**src/rtl/eeprom_rd_pkg.sv**
```systemverilog
package eeprom_rd_pkg;
  localparam int EE_ADDR_W = 6;
  localparam int EE_DATA_W = 16;
  localparam int EE_OPC_W  = 3;
  localparam logic [EE_OPC_W-1:0] EE_READ_OPC = 3'b110;

  typedef enum logic [1:0] {
    ST_IDLE,
    ST_SETUP,
    ST_SHIFT,
    ST_DONE
  } xferState_t;

  typedef struct packed {
    logic load;      // capture command+address, clear input word
    logic shiftOut;  // advance outgoing bit
    logic sample;    // shift in eeDo
    logic driveOut;  // eeDi carries the outgoing bit
  } xferStrobe_t;
endpackage

```
**src/rtl/eeprom_rd_ctrl.sv**
```systemverilog
module eeprom_rd_ctrl
  import eeprom_rd_pkg::*;
#(
  parameter int PHASE_W  = 16,
  parameter int OUT_BITS = EE_OPC_W + EE_ADDR_W,
  parameter int IN_BITS  = EE_DATA_W
) (
  input  logic               clk,
  input  logic               rstN,
  input  logic [PHASE_W-1:0] phaseLen,
  input  logic               start,
  output xferStrobe_t        strobe,
  output logic               eeCs,
  output logic               eeSk,
  output logic               xferBusy,
  output logic               xferDone,
  output logic               ctrlIdle
);
  localparam int TOTAL_BITS = OUT_BITS + IN_BITS;
  localparam int BIT_W      = $clog2(TOTAL_BITS);

  xferState_t         state;
  logic [PHASE_W-1:0] divCnt;
  logic [PHASE_W-1:0] phaseLenQ;
  logic [1:0]         phase;
  logic [BIT_W-1:0]   bitIdx;
  logic               lastCyc;
  logic               isOutBit;

  assign lastCyc  = (divCnt == phaseLenQ - PHASE_W'(1));
  assign isOutBit = (bitIdx < BIT_W'(OUT_BITS));

  always_ff @(posedge clk or negedge rstN) begin
    if (!rstN) begin
      state     <= ST_IDLE;
      divCnt    <= '0;
      phaseLenQ <= PHASE_W'(1);
      phase     <= 2'd0;
      bitIdx    <= '0;
    end else begin
      case (state)
        ST_IDLE: begin
          if (start) begin
            state     <= ST_SETUP;
            divCnt    <= '0;
            phaseLenQ <= (phaseLen == '0) ? PHASE_W'(1) : phaseLen;
          end
        end
        ST_SETUP: begin
          if (lastCyc) begin
            state  <= ST_SHIFT;
            divCnt <= '0;
            phase  <= 2'd0;
            bitIdx <= '0;
          end else begin
            divCnt <= divCnt + PHASE_W'(1);
          end
        end
        ST_SHIFT: begin
          if (lastCyc) begin
            divCnt <= '0;
            if (phase == 2'd2) begin
              phase <= 2'd0;
              if (bitIdx == BIT_W'(TOTAL_BITS - 1)) state <= ST_DONE;
              else bitIdx <= bitIdx + BIT_W'(1);
            end else begin
              phase <= phase + 2'd1;
            end
          end else begin
            divCnt <= divCnt + PHASE_W'(1);
          end
        end
        default: state <= ST_IDLE;
      endcase
    end
  end

  always_comb begin
    strobe          = '0;
    strobe.load     = (state == ST_IDLE) && start;
    strobe.shiftOut = (state == ST_SHIFT) && lastCyc && (phase == 2'd2) && isOutBit;
    strobe.sample   = (state == ST_SHIFT) && lastCyc && (phase == 2'd1) && !isOutBit;
    strobe.driveOut = (state == ST_SHIFT) && isOutBit;
  end

  assign eeCs     = (state == ST_SETUP) || (state == ST_SHIFT);
  assign eeSk     = (state == ST_SHIFT) && (phase == 2'd1);
  assign xferBusy = (state != ST_IDLE);
  assign xferDone = (state == ST_DONE);
  assign ctrlIdle = (state == ST_IDLE);


  sk_framed_chk: assert property (@(posedge clk) disable iff (!rstN) eeSk |-> eeCs);

  sample_in_high_chk: assert property (@(posedge clk) disable iff (!rstN)
    strobe.sample |-> (eeSk && !strobe.driveOut));

  cs_drop_chk: assert property (@(posedge clk) disable iff (!rstN) $fell(eeCs) |-> xferDone);

  done_then_idle_chk: assert property (@(posedge clk) disable iff (!rstN) xferDone |=> ctrlIdle);
endmodule

```
**src/rtl/eeprom_rd_dpath.sv**
```systemverilog
module eeprom_rd_dpath
  import eeprom_rd_pkg::*;
#(
  parameter int ADDR_W = EE_ADDR_W,
  parameter int DATA_W = EE_DATA_W,
  parameter int OPC_W  = EE_OPC_W,
  parameter logic [OPC_W-1:0] OPCODE = EE_READ_OPC
) (
  input  logic              clk,
  input  logic              rstN,
  input  xferStrobe_t       strobe,
  input  logic [ADDR_W-1:0] addr,
  input  logic              eeDo,
  output logic              eeDi,
  output logic [DATA_W-1:0] word
);
  localparam int OUT_BITS = OPC_W + ADDR_W;

  logic [OUT_BITS-1:0] outReg;
  logic [DATA_W-1:0]   inReg;

  always_ff @(posedge clk or negedge rstN) begin
    if (!rstN) begin
      outReg <= '0;
      inReg  <= '0;
    end else if (strobe.load) begin
      outReg <= {OPCODE, addr};
      inReg  <= '0;
    end else begin
      if (strobe.shiftOut) outReg <= {outReg[OUT_BITS-2:0], 1'b0};
      if (strobe.sample)   inReg  <= {inReg[DATA_W-2:0], eeDo};
    end
  end

  assign eeDi = strobe.driveOut & outReg[OUT_BITS-1];
  assign word = inReg;


  no_overlap_chk: assert property (@(posedge clk) disable iff (!rstN)
    !(strobe.sample && strobe.shiftOut));
endmodule

```
**src/rtl/eeprom_rd_boot.sv**
```systemverilog
module eeprom_rd_boot
  import eeprom_rd_pkg::*;
#(
  parameter int ADDR_W      = EE_ADDR_W,
  parameter int DATA_W      = EE_DATA_W,
  parameter int STATION_OFF = 20,
  parameter int MAC_BYTES   = 6
) (
  input  logic                   clk,
  input  logic                   rstN,
  input  logic                   bootStart,
  input  logic                   ctrlIdle,
  input  logic                   xferDone,
  input  logic [DATA_W-1:0]      wordIn,
  output logic                   bootActive,
  output logic                   bootIssue,
  output logic [ADDR_W-1:0]      bootAddr,
  output logic                   bootDone,
  output logic                   noEeprom,
  output logic [8*MAC_BYTES-1:0] stationAddr
);
  localparam int WORDS = 1 << ADDR_W;
  localparam int BPW   = DATA_W / 8;

  logic [DATA_W-1:0]      image [WORDS];
  logic [ADDR_W-1:0]      wordIdx;
  logic [8*MAC_BYTES-1:0] stationNext;
  logic                   blank;

  for (genvar j = 0; j < MAC_BYTES; j++) begin : g_mac
    localparam int BI = STATION_OFF + j;
    assign stationNext[8*j +: 8] = image[BI / BPW][(BI % BPW)*8 +: 8];
  end

  assign blank = (image[0] == '1) || (image[0] == '0);

  always_ff @(posedge clk) begin
    if (bootActive && xferDone) image[wordIdx] <= wordIn;
  end

  always_ff @(posedge clk or negedge rstN) begin
    if (!rstN) begin
      bootActive  <= 1'b0;
      wordIdx     <= '0;
      bootDone    <= 1'b0;
      noEeprom    <= 1'b0;
      stationAddr <= '0;
    end else begin
      bootDone <= 1'b0;
      if (!bootActive && bootStart && ctrlIdle) begin
        bootActive <= 1'b1;
        wordIdx    <= '0;
      end else if (bootActive && xferDone) begin
        if (wordIdx == ADDR_W'(WORDS - 1)) begin
          bootActive  <= 1'b0;
          bootDone    <= 1'b1;
          noEeprom    <= blank;
          stationAddr <= blank ? '0 : stationNext;
        end else begin
          wordIdx <= wordIdx + ADDR_W'(1);
        end
      end
    end
  end

  assign bootIssue = bootActive && ctrlIdle;
  assign bootAddr  = wordIdx;


  boot_done_idle_chk: assert property (@(posedge clk) disable iff (!rstN)
    bootDone |-> (ctrlIdle && !bootActive));

  boot_done_pulse_chk: assert property (@(posedge clk) disable iff (!rstN) bootDone |=> !bootDone);

  boot_one_issue_chk: assert property (@(posedge clk) disable iff (!rstN)
    bootIssue |=> !bootIssue);
endmodule

```
**src/rtl/eeprom_word_reader.sv**
```systemverilog
module eeprom_word_reader
  import eeprom_rd_pkg::*;
#(
  parameter int PHASE_W     = 16,
  parameter int ADDR_W      = EE_ADDR_W,
  parameter int DATA_W      = EE_DATA_W,
  parameter int STATION_OFF = 20,
  parameter int MAC_BYTES   = 6
) (
  input  logic                   clk,
  input  logic                   rstN,
  input  logic [PHASE_W-1:0]     phaseLen,
  input  logic                   rdStart,
  input  logic [ADDR_W-1:0]      rdAddr,
  output logic [DATA_W-1:0]      rdData,
  output logic                   rdDone,
  output logic                   busy,
  input  logic                   bootStart,
  output logic                   bootDone,
  output logic                   noEeprom,
  output logic [8*MAC_BYTES-1:0] stationAddr,
  output logic                   eeCs,
  output logic                   eeSk,
  output logic                   eeDi,
  input  logic                   eeDo
);
  xferStrobe_t       strobe;
  logic              xferBusy, ctrlIdle, ctrlStart;
  logic              bootActive, bootIssue;
  logic [ADDR_W-1:0] bootAddr, selAddr;

  assign ctrlStart = bootActive ? bootIssue : (rdStart && !bootStart);
  assign selAddr   = bootActive ? bootAddr : rdAddr;
  assign busy      = xferBusy || bootActive;

  eeprom_rd_ctrl #(
    .PHASE_W (PHASE_W),
    .OUT_BITS(EE_OPC_W + ADDR_W),
    .IN_BITS (DATA_W)
  ) u_ctrl (
    .clk(clk), .rstN(rstN), .phaseLen(phaseLen), .start(ctrlStart),
    .strobe(strobe), .eeCs(eeCs), .eeSk(eeSk), .xferBusy(xferBusy),
    .xferDone(rdDone), .ctrlIdle(ctrlIdle)
  );

  eeprom_rd_dpath #(
    .ADDR_W(ADDR_W), .DATA_W(DATA_W), .OPC_W(EE_OPC_W), .OPCODE(EE_READ_OPC)
  ) u_dpath (
    .clk(clk), .rstN(rstN), .strobe(strobe), .addr(selAddr),
    .eeDo(eeDo), .eeDi(eeDi), .word(rdData)
  );

  eeprom_rd_boot #(
    .ADDR_W(ADDR_W), .DATA_W(DATA_W), .STATION_OFF(STATION_OFF), .MAC_BYTES(MAC_BYTES)
  ) u_boot (
    .clk(clk), .rstN(rstN), .bootStart(bootStart), .ctrlIdle(ctrlIdle),
    .xferDone(rdDone), .wordIn(rdData), .bootActive(bootActive),
    .bootIssue(bootIssue), .bootAddr(bootAddr), .bootDone(bootDone),
    .noEeprom(noEeprom), .stationAddr(stationAddr)
  );


  busy_on_cs_chk: assert property (@(posedge clk) disable iff (!rstN) eeCs |-> busy);
endmodule

```
**config.mk**
```make
export PLATFORM = sky130hd
export DESIGN_NAME = eeprom_word_reader
export DESIGN_NICKNAME = d
export VERILOG_FILES = /design/src/rtl/eeprom_rd_pkg.sv /design/src/rtl/eeprom_rd_ctrl.sv /design/src/rtl/eeprom_rd_dpath.sv /design/src/rtl/eeprom_rd_boot.sv /design/src/rtl/eeprom_word_reader.sv
export SDC_FILE = /design/constraint.sdc
export NUM_CORES = 1
export LEC_CHECK = 0
export BUFFER_PORTS_ARGS = -buffer_cell sky130_fd_sc_hd__buf_2
export CORE_AREA = 2 2 145 147
export DETAILED_ROUTE_END_ITERATION = 8
export DIE_AREA = 0 0 147 149
export SYNTH_ARGS = -nofsm -noshare
export SYNTH_HDL_FRONTEND = slang
export SYNTH_SLANG_ARGS = --single-unit
```
**constraint.sdc**
```tcl
create_clock -name clk -period 3.5 [get_ports clk]
set_clock_uncertainty 0.2 [all_clocks]
set_input_delay 0.35 -clock clk [delete_from_list [all_inputs] [get_ports clk]]
set_output_delay 0.35 -clock clk [all_outputs]
set_load 0.01 [all_outputs]
```
Yosys cells after proc, flatten, opt, wreduce, memory -nomap -nowiden:

Memories as Yosys holds them, arrays and structs flattened.
Index checks and enable logic that the tools add are counted.

* bits in registers: 123
* bits in writable memories: 1024
* output and inout port bits: 71
* logic and storage cells: 112
* memories kept: 1

* $add $sub $neg: 5
* magnitude comparators: 1
* eq/ne operators: 16
* muxes and demuxes: 37
* bitwise operators: 2
* reduce and logical (&&, ||, !) cells: 38

Memory list
* u_boot.image: depth 64, bits a word 16, read ports 4, clocked after memory_dff 0, write ports 1, line eeprom_rd_boot.sv:25 `logic [DATA_W-1:0] image [WORDS];`

Operators by type and width (count)
* two-way mux 16 bit: 5
* two-way mux 48 bit: 1
* logical NOT 16 bit: 2
* case mux 16 bit (2 select lines): 1
* two-way mux 6 bit: 4
* two-way mux 5 bit: 4
* two-way mux 9 bit: 2
* adder 16 x 1 -> 16 bit, second input constant: 1
* equality test 16 bit: 1
* equality test 16 bit, second input constant: 1
* two-way mux 2 bit: 8
* subtractor 16 x 1 -> 16 bit, second input constant: 1
* nonzero test 2 bit: 7
* logical AND 1 bit: 13
* != test 2 x 1 -> 1 bit, second input constant: 5
* case mux 5 bit (2 select lines): 1
* AND reduction 5 bit: 2
* two-way mux 1 bit: 9
* AND reduction 2 bit: 4
* adder 6 x 1 -> 6 bit, second input constant: 1
* equality test 2 bit, second input constant: 3
* equality test 6 bit, second input constant: 1
* case mux 2 bit (3 select lines): 1
* AND reduction 3 bit: 2
* 13 further kinds: 19

Longest topological paths before layout:

* word-level depth: 7
* depth in mapped cells: 12

Hierarchy:

Synthesis repeated with hierarchy kept, for this count alone.

* cell total of the unflattened synthesis: 701
* area, all modules: 8296.7 µm²

By module, submodules not included
* eeprom_rd_boot: times used 1, cells an instance 334, area an instance 4426.7 µm²
* eeprom_rd_ctrl: times used 1, cells an instance 268, area an instance 2686.3 µm²
* eeprom_rd_dpath: times used 1, cells an instance 88, area an instance 1061.0 µm²
* eeprom_word_reader: times used 1, cells an instance 11, area an instance 122.6 µm²

Least setup slack after synthesis:

No wires, ideal clock.

* kind: reg-to-reg
* start: reg u_ctrl.phaseLenQ[2]
* end: reg u_ctrl.state[0]
* library setup time: 143 ps
* data arrival time: 2948 ps
* data required time: 3157 ps
* setup slack: 209 ps
* cell stages (with the launch flop): 11
* buffers on the path: 3
* path through: dfrtp_1 buf_2 or4_4 or3_4 a2111oi_4 nand4_2 or4_1 buf_2 buf_6 a222oi_1 o211ai_1

* cells in the longest elaborated chain, start to end: 4
* elaborated cells on any way between the ends: 5
* classes of those cells: 1 x add/sub; 3 x eq/ne; 1 x reduce/logical

Ends and longest elaborated chain
* start: declaration: line eeprom_rd_ctrl.sv:24 `logic [PHASE_W-1:0] phaseLenQ;`
* start signal: assignment: line eeprom_rd_ctrl.sv:46 `phaseLenQ <= (phaseLen == '0) ? PHASE_W'(1) : phaseLen;`
* subtractor 16 x 1 -> 16 bit (*): line eeprom_rd_ctrl.sv:30 `assign lastCyc = (divCnt == phaseLenQ - PHASE_W'(1));`
* equality test 16 bit (*): line eeprom_rd_ctrl.sv:30
* != test 2 x 1 -> 1 bit (no source line)
* AND reduction 5 bit (no source line) (*)
* end signal: assignment: line eeprom_rd_ctrl.sv:35 `state <= ST_IDLE;`
* end signal: assignment: line eeprom_rd_ctrl.sv:44 `state <= ST_SETUP;`
* end signal: assignment: line eeprom_rd_ctrl.sv:51 `state <= ST_SHIFT;`
* end: declaration: line eeprom_rd_ctrl.sv:22 `xferState_t state;`

Every way passes the cells marked *; elsewhere a longest branch is shown, timed or not.
A chain may end at the register's enable or synchronous reset.

Worst setup path after layout:

* start: reg u_ctrl.phaseLenQ[2]
* end: reg u_ctrl.phase[0]

* cells in the longest elaborated chain, start to end: 4
* elaborated cells on any way between the ends: 5
* classes of those cells: 1 x add/sub; 3 x eq/ne; 1 x reduce/logical

Ends and longest elaborated chain
* subtractor 16 x 1 -> 16 bit (*): line eeprom_rd_ctrl.sv:30
* equality test 16 bit (*): line eeprom_rd_ctrl.sv:30
* != test 2 x 1 -> 1 bit (no source line)
* AND reduction 3 bit (no source line) (*)
* end signal: assignment: line eeprom_rd_ctrl.sv:67 `phase <= phase + 2'd1;`
* end: declaration: line eeprom_rd_ctrl.sv:25 `logic [1:0] phase;`

Marks and branches as above.

==> results.py <==
metrics = {
    "power": {
        "p_leak_uw": 0.00421,
        "switchingPower_uw": 2570,
        "clkPwrFrac_pct": 30.0,
        "p_int_uw": 4290,
        "netSwitchingFraction_pct": 37.5,
        "combPwrFrac_pct": 28.7,
        "power_frac_seq_pct": 41.3,
        "ir_worst_vdd_uv": 403,
        "power_density_nw_per_um2": 701,
    },
    "grt": {
        "grt_pass1_wl_um": 32000,
        "grt_usage_pct": 18.4,
        "grt_pass1_vias": 5984,
        "antenna_found_initial": 0,
        "grt_max_degree": 90,
        "grt-ovfl-total": 0,
    },
    "worst_setup_path": {
        "cp_slowest_cell": "or4_4",
        "cp_data_arrival_time_ns": 3.53,
        "max_stage_delay_ns": 0.51,
        "worstPathMaxFanout": 24,
        "cpMostUsedCell": "buf_4",
        "crit_family": "simple AND/OR/NAND/NOR gates",
        "crit_type": "reg -> reg",
        "cp_cell_sequence": "or4_4 -> or3_4 -> a2111oi_4 -> nand4_2 -> buf_4 -> nor4_2 -> buf_4 -> o21ai_0 -> mux2_2",
        "worstPathRequired_ns": 3.62,
        "cp-start-kind": "register",
        "path_buf_inv": 2,
        "end_kind": "register",
    },
    "floorplan": {
        "fp-row-count": 53,
        "core_sq_um": 20600,
        "die_w_um": 147,
        "start_util_pct": 39.2,
        "io_pins": 98,
        "chipHeight_um": 149,
        "dieArea_sq_um": 21900,
    },
    "detailed_routing": {
        "wire_per_inst_um": 17.8,
        "wl_met1_um": 8560,
        "drt_iter0_markers": 393,
        "drtAntennaViolNets": 0,
        "via_count": 5983,
        "maxUsedRoutingLayer": "met4",
        "dr_wl_met3_um": 755,
        "routed_wl_um": 19400,
        "drtPass1Iterations": 5,
        "met2_length_um": 9820,
        "vias_per_cell": 5.50,
        "drc": 0,
    },
    "timing": {
        "setup_tns_ns": 0,
        "fmax_mhz": 294,
        "period_share_pct": 97.3,
        "whs_ns": 0.0961,
        "tightest_slew_ns": 1.14,
        "hold_violations": 0,
        "drv_slew": 0,
        "slew_headroom_pct": 24.3,
        "min_period_ns": 3.40,
        "setup_viol": 0,
    },
    "yosys": {
        "async_flop_share_pct": 65.8,
        "synth_area_sq_um": 8070,
        "avgSynthCellArea_sq_um": 11.8,
        "synth_edf_count": 64,
        "syn-num-nets": 719,
        "yosys_warnings": 0,
        "synth_cell_type_count": 61,
        "synth_flop_cell": "dfrtp_1",
        "syn_inst": 683,
        "ys_seq_area_share_pct": 62.0,
        "synth-seq-cells": 187,
    },
    "layout": {
        "final_core_util_pct": 47.6,
        "stdcell_area_sq_um": 9780,
        "fillers": 1866,
        "nNetsFinal": 836,
        "layout-drive-gt1-share_pct": 21.5,
        "area_growth_pct": 21.3,
        "seq_area_sq_um": 5000,
        "multi_input_area_sq_um": 2880,
        "antenna_cells": 0,
    },
    "cts": {
        "insertion_delay_ns": 0.44,
        "tritoncts": "built",
        "htree_levels": 4,
        "root_buffer": "clkbuf_16",
        "clockBufferDepth": 2,
        "cts_setup_buffers": 0,
        "cts-buffers-inserted": 17,
        "clock-sinks": 187,
        "path_clk_slew_ns": 0.09,
    },
    "place": {
        "dp_hpwl_um": 13000,
        "io_buffers": 97,
        "gp_congestion": 0.892,
        "place_area_sq_um": 8930,
    },
    "worst_hold_path": {
        "hold_class": "in -> reg",
    },
    "run": {
        "maxCapViolCount": 0,
    },
    "run_status": {
        "status": "finished clean",
    },
}
-- what timing repair did --
| action | in CTS | in global routing |
|---|---|---|
| hold buffers | 19 | 0 |
| endpoints found under the hold margin | 104 | 0 |
| resized for setup | 0 | 3 |
| setup endpoints to repair | 0 | 33 |
-- stage by stage --
step | power, uW | setup slack (ns) | instances
6_report | 6860 | 0.0961 | 1088
4_1_cts | 6850 | 0.0621 | 1088
3_3_place_gp | 4690 | 0.224 | 1037
3_5_place_dp | 4770 | 0.105 | 1037
5_1_grt | 7260 | -0.00138 | 1088
2_1_floorplan | 4160 | 0.209 | 683
-- layout make-up --
cell class	count	share of cell area [%]
repair buffers	138	8.62
well taps	275	3.52
multi-input cells	438	29.5
inverters	18	0.691
clock buffers	17	4.35
clock inverters	15	2.23
flip-flops and latches	187	51.1
-- tightest hold or removal path, cell delays in order --
cell and delay (ns):
buf_2 0.07, nor2b_1 0.11, a211oi_1 0.05, a21oi_1 0.11
-- worst paths after layout --
check                                           startpoint                            endpoint  slack, ns  cells after the start
max reg2reg                u_ctrl.phaseLenQ[2]$_DFFE_PN0P_         u_ctrl.phase[0]$_DFFE_PN0P_        0.1                      9
min                                              rdAddr[2]       u_dpath.outReg[2]$_DFFE_PN0P_        0.1                      4
min in group asynchronous                             rstN  u_boot.stationAddr[32]$_DFFE_PN0P_       0.47                      2
max                        u_ctrl.phaseLenQ[2]$_DFFE_PN0P_         u_ctrl.phase[0]$_DFFE_PN0P_        0.1                      9
min reg2reg                  u_boot.image[11][4]$_DFFE_PP_  u_boot.stationAddr[20]$_DFFE_PN0P_       0.26                      1
max in group asynchronous                             rstN  u_boot.stationAddr[24]$_DFFE_PN0P_       1.71                      3
-- state kept, by name, indices dropped and copies added, names as in the netlist, 2 cells and up --
register,flops
u_boot.image,64
u_boot.stationAddr,48
u_dpath.outReg,9
u_ctrl.bitIdx,5
u_dpath.word,16
u_ctrl.phase,2
u_ctrl.state,2
u_ctrl.divCnt,16
u_boot.bootAddr,6
u_ctrl.phaseLenQ,16
-- cells in the final DEF, fill, tap and decap left out, types with 10 or more instances in the layout --
cell type,netlist,routed
dfrtp_1,122,122
buf_2,4,96
nand2_1,65,65
edfxtp_1,64,64
a22o_1,51,51
nor2_1,34,33
o21ai_0,32,31
nand3_1,29,28
a21oi_1,25,25
a31oi_1,23,23
buf_4,1,23
xnor2_1,19,19
dlygate4sd3_1,0,19
inv_1,17,17
clkbuf_16,0,17
nor4_1,18,16
nand4_1,11,11
mux2i_1,10,10
-- logic make-up (layout without fill, tap and decap cells) --
family,after synthesis,after routing,synth area share [%]
DFF,187,187,62.0
AOI/OAI and AO/OA,166,166,14.6
xor gates and xnor gates,25,25,2.71
and+or+nand+nor,225,225,14.7
buffers and inverters,58,188,2.90
adders and majority gates,9,9,1.40
muxes,13,13,1.66
-- power by group through the flow --
stage / clock, uW / sequential, uW / combinational, uW
2_1_floorplan: 0 / 2710 / 1450
3_3_place_gp: 0 / 2850 / 1840
3_5_place_dp: 0 / 2870 / 1910
4_1_cts: 2090 / 2830 / 1930
5_1_grt: 2190 / 2880 / 2190
6_report: 2060 / 2830 / 1970
-- synthesized netlist by cell type, types with 4 or more instances --
cell / instances / area share [%]
nand4_1: 11 / 0.85
or4_1: 6 / 0.56
edfxtp_1: 64 / 24
nor4_1: 18 / 1.4
ha_1: 9 / 1.4
clkbuf_1: 34 / 1.6
or3_1: 7 / 0.54
nor3b_1: 4 / 0.37
o31ai_1: 4 / 0.37
nor2b_1: 9 / 0.70
and2_1: 6 / 0.47
mux2i_1: 10 / 1.2
xor2_1: 6 / 0.65
and3_1: 8 / 0.62
nand3_1: 29 / 1.8
xnor2_1: 19 / 2.1
a21oi_1: 25 / 1.6
nor2_1: 34 / 1.6
buf_2: 4 / 0.25
nand2_1: 65 / 3.0
nor3_1: 10 / 0.62
o211ai_1: 6 / 0.56
a31oi_1: 23 / 1.8
a211oi_1: 5 / 0.47
dfrtp_1: 122 / 38
inv_1: 17 / 0.79
a22o_1: 51 / 5.5
o21ai_0: 32 / 2.0
-- routing by layer --
metal  vias to the layer above  GRT usage, %
met5                         -             0
met4                         0          5.10
met3                        20          3.61
met2                       157          32.0
met1                      3011          23.6
li1                       2795             -
Note: power is estimated with default switching activity, not from simulation.
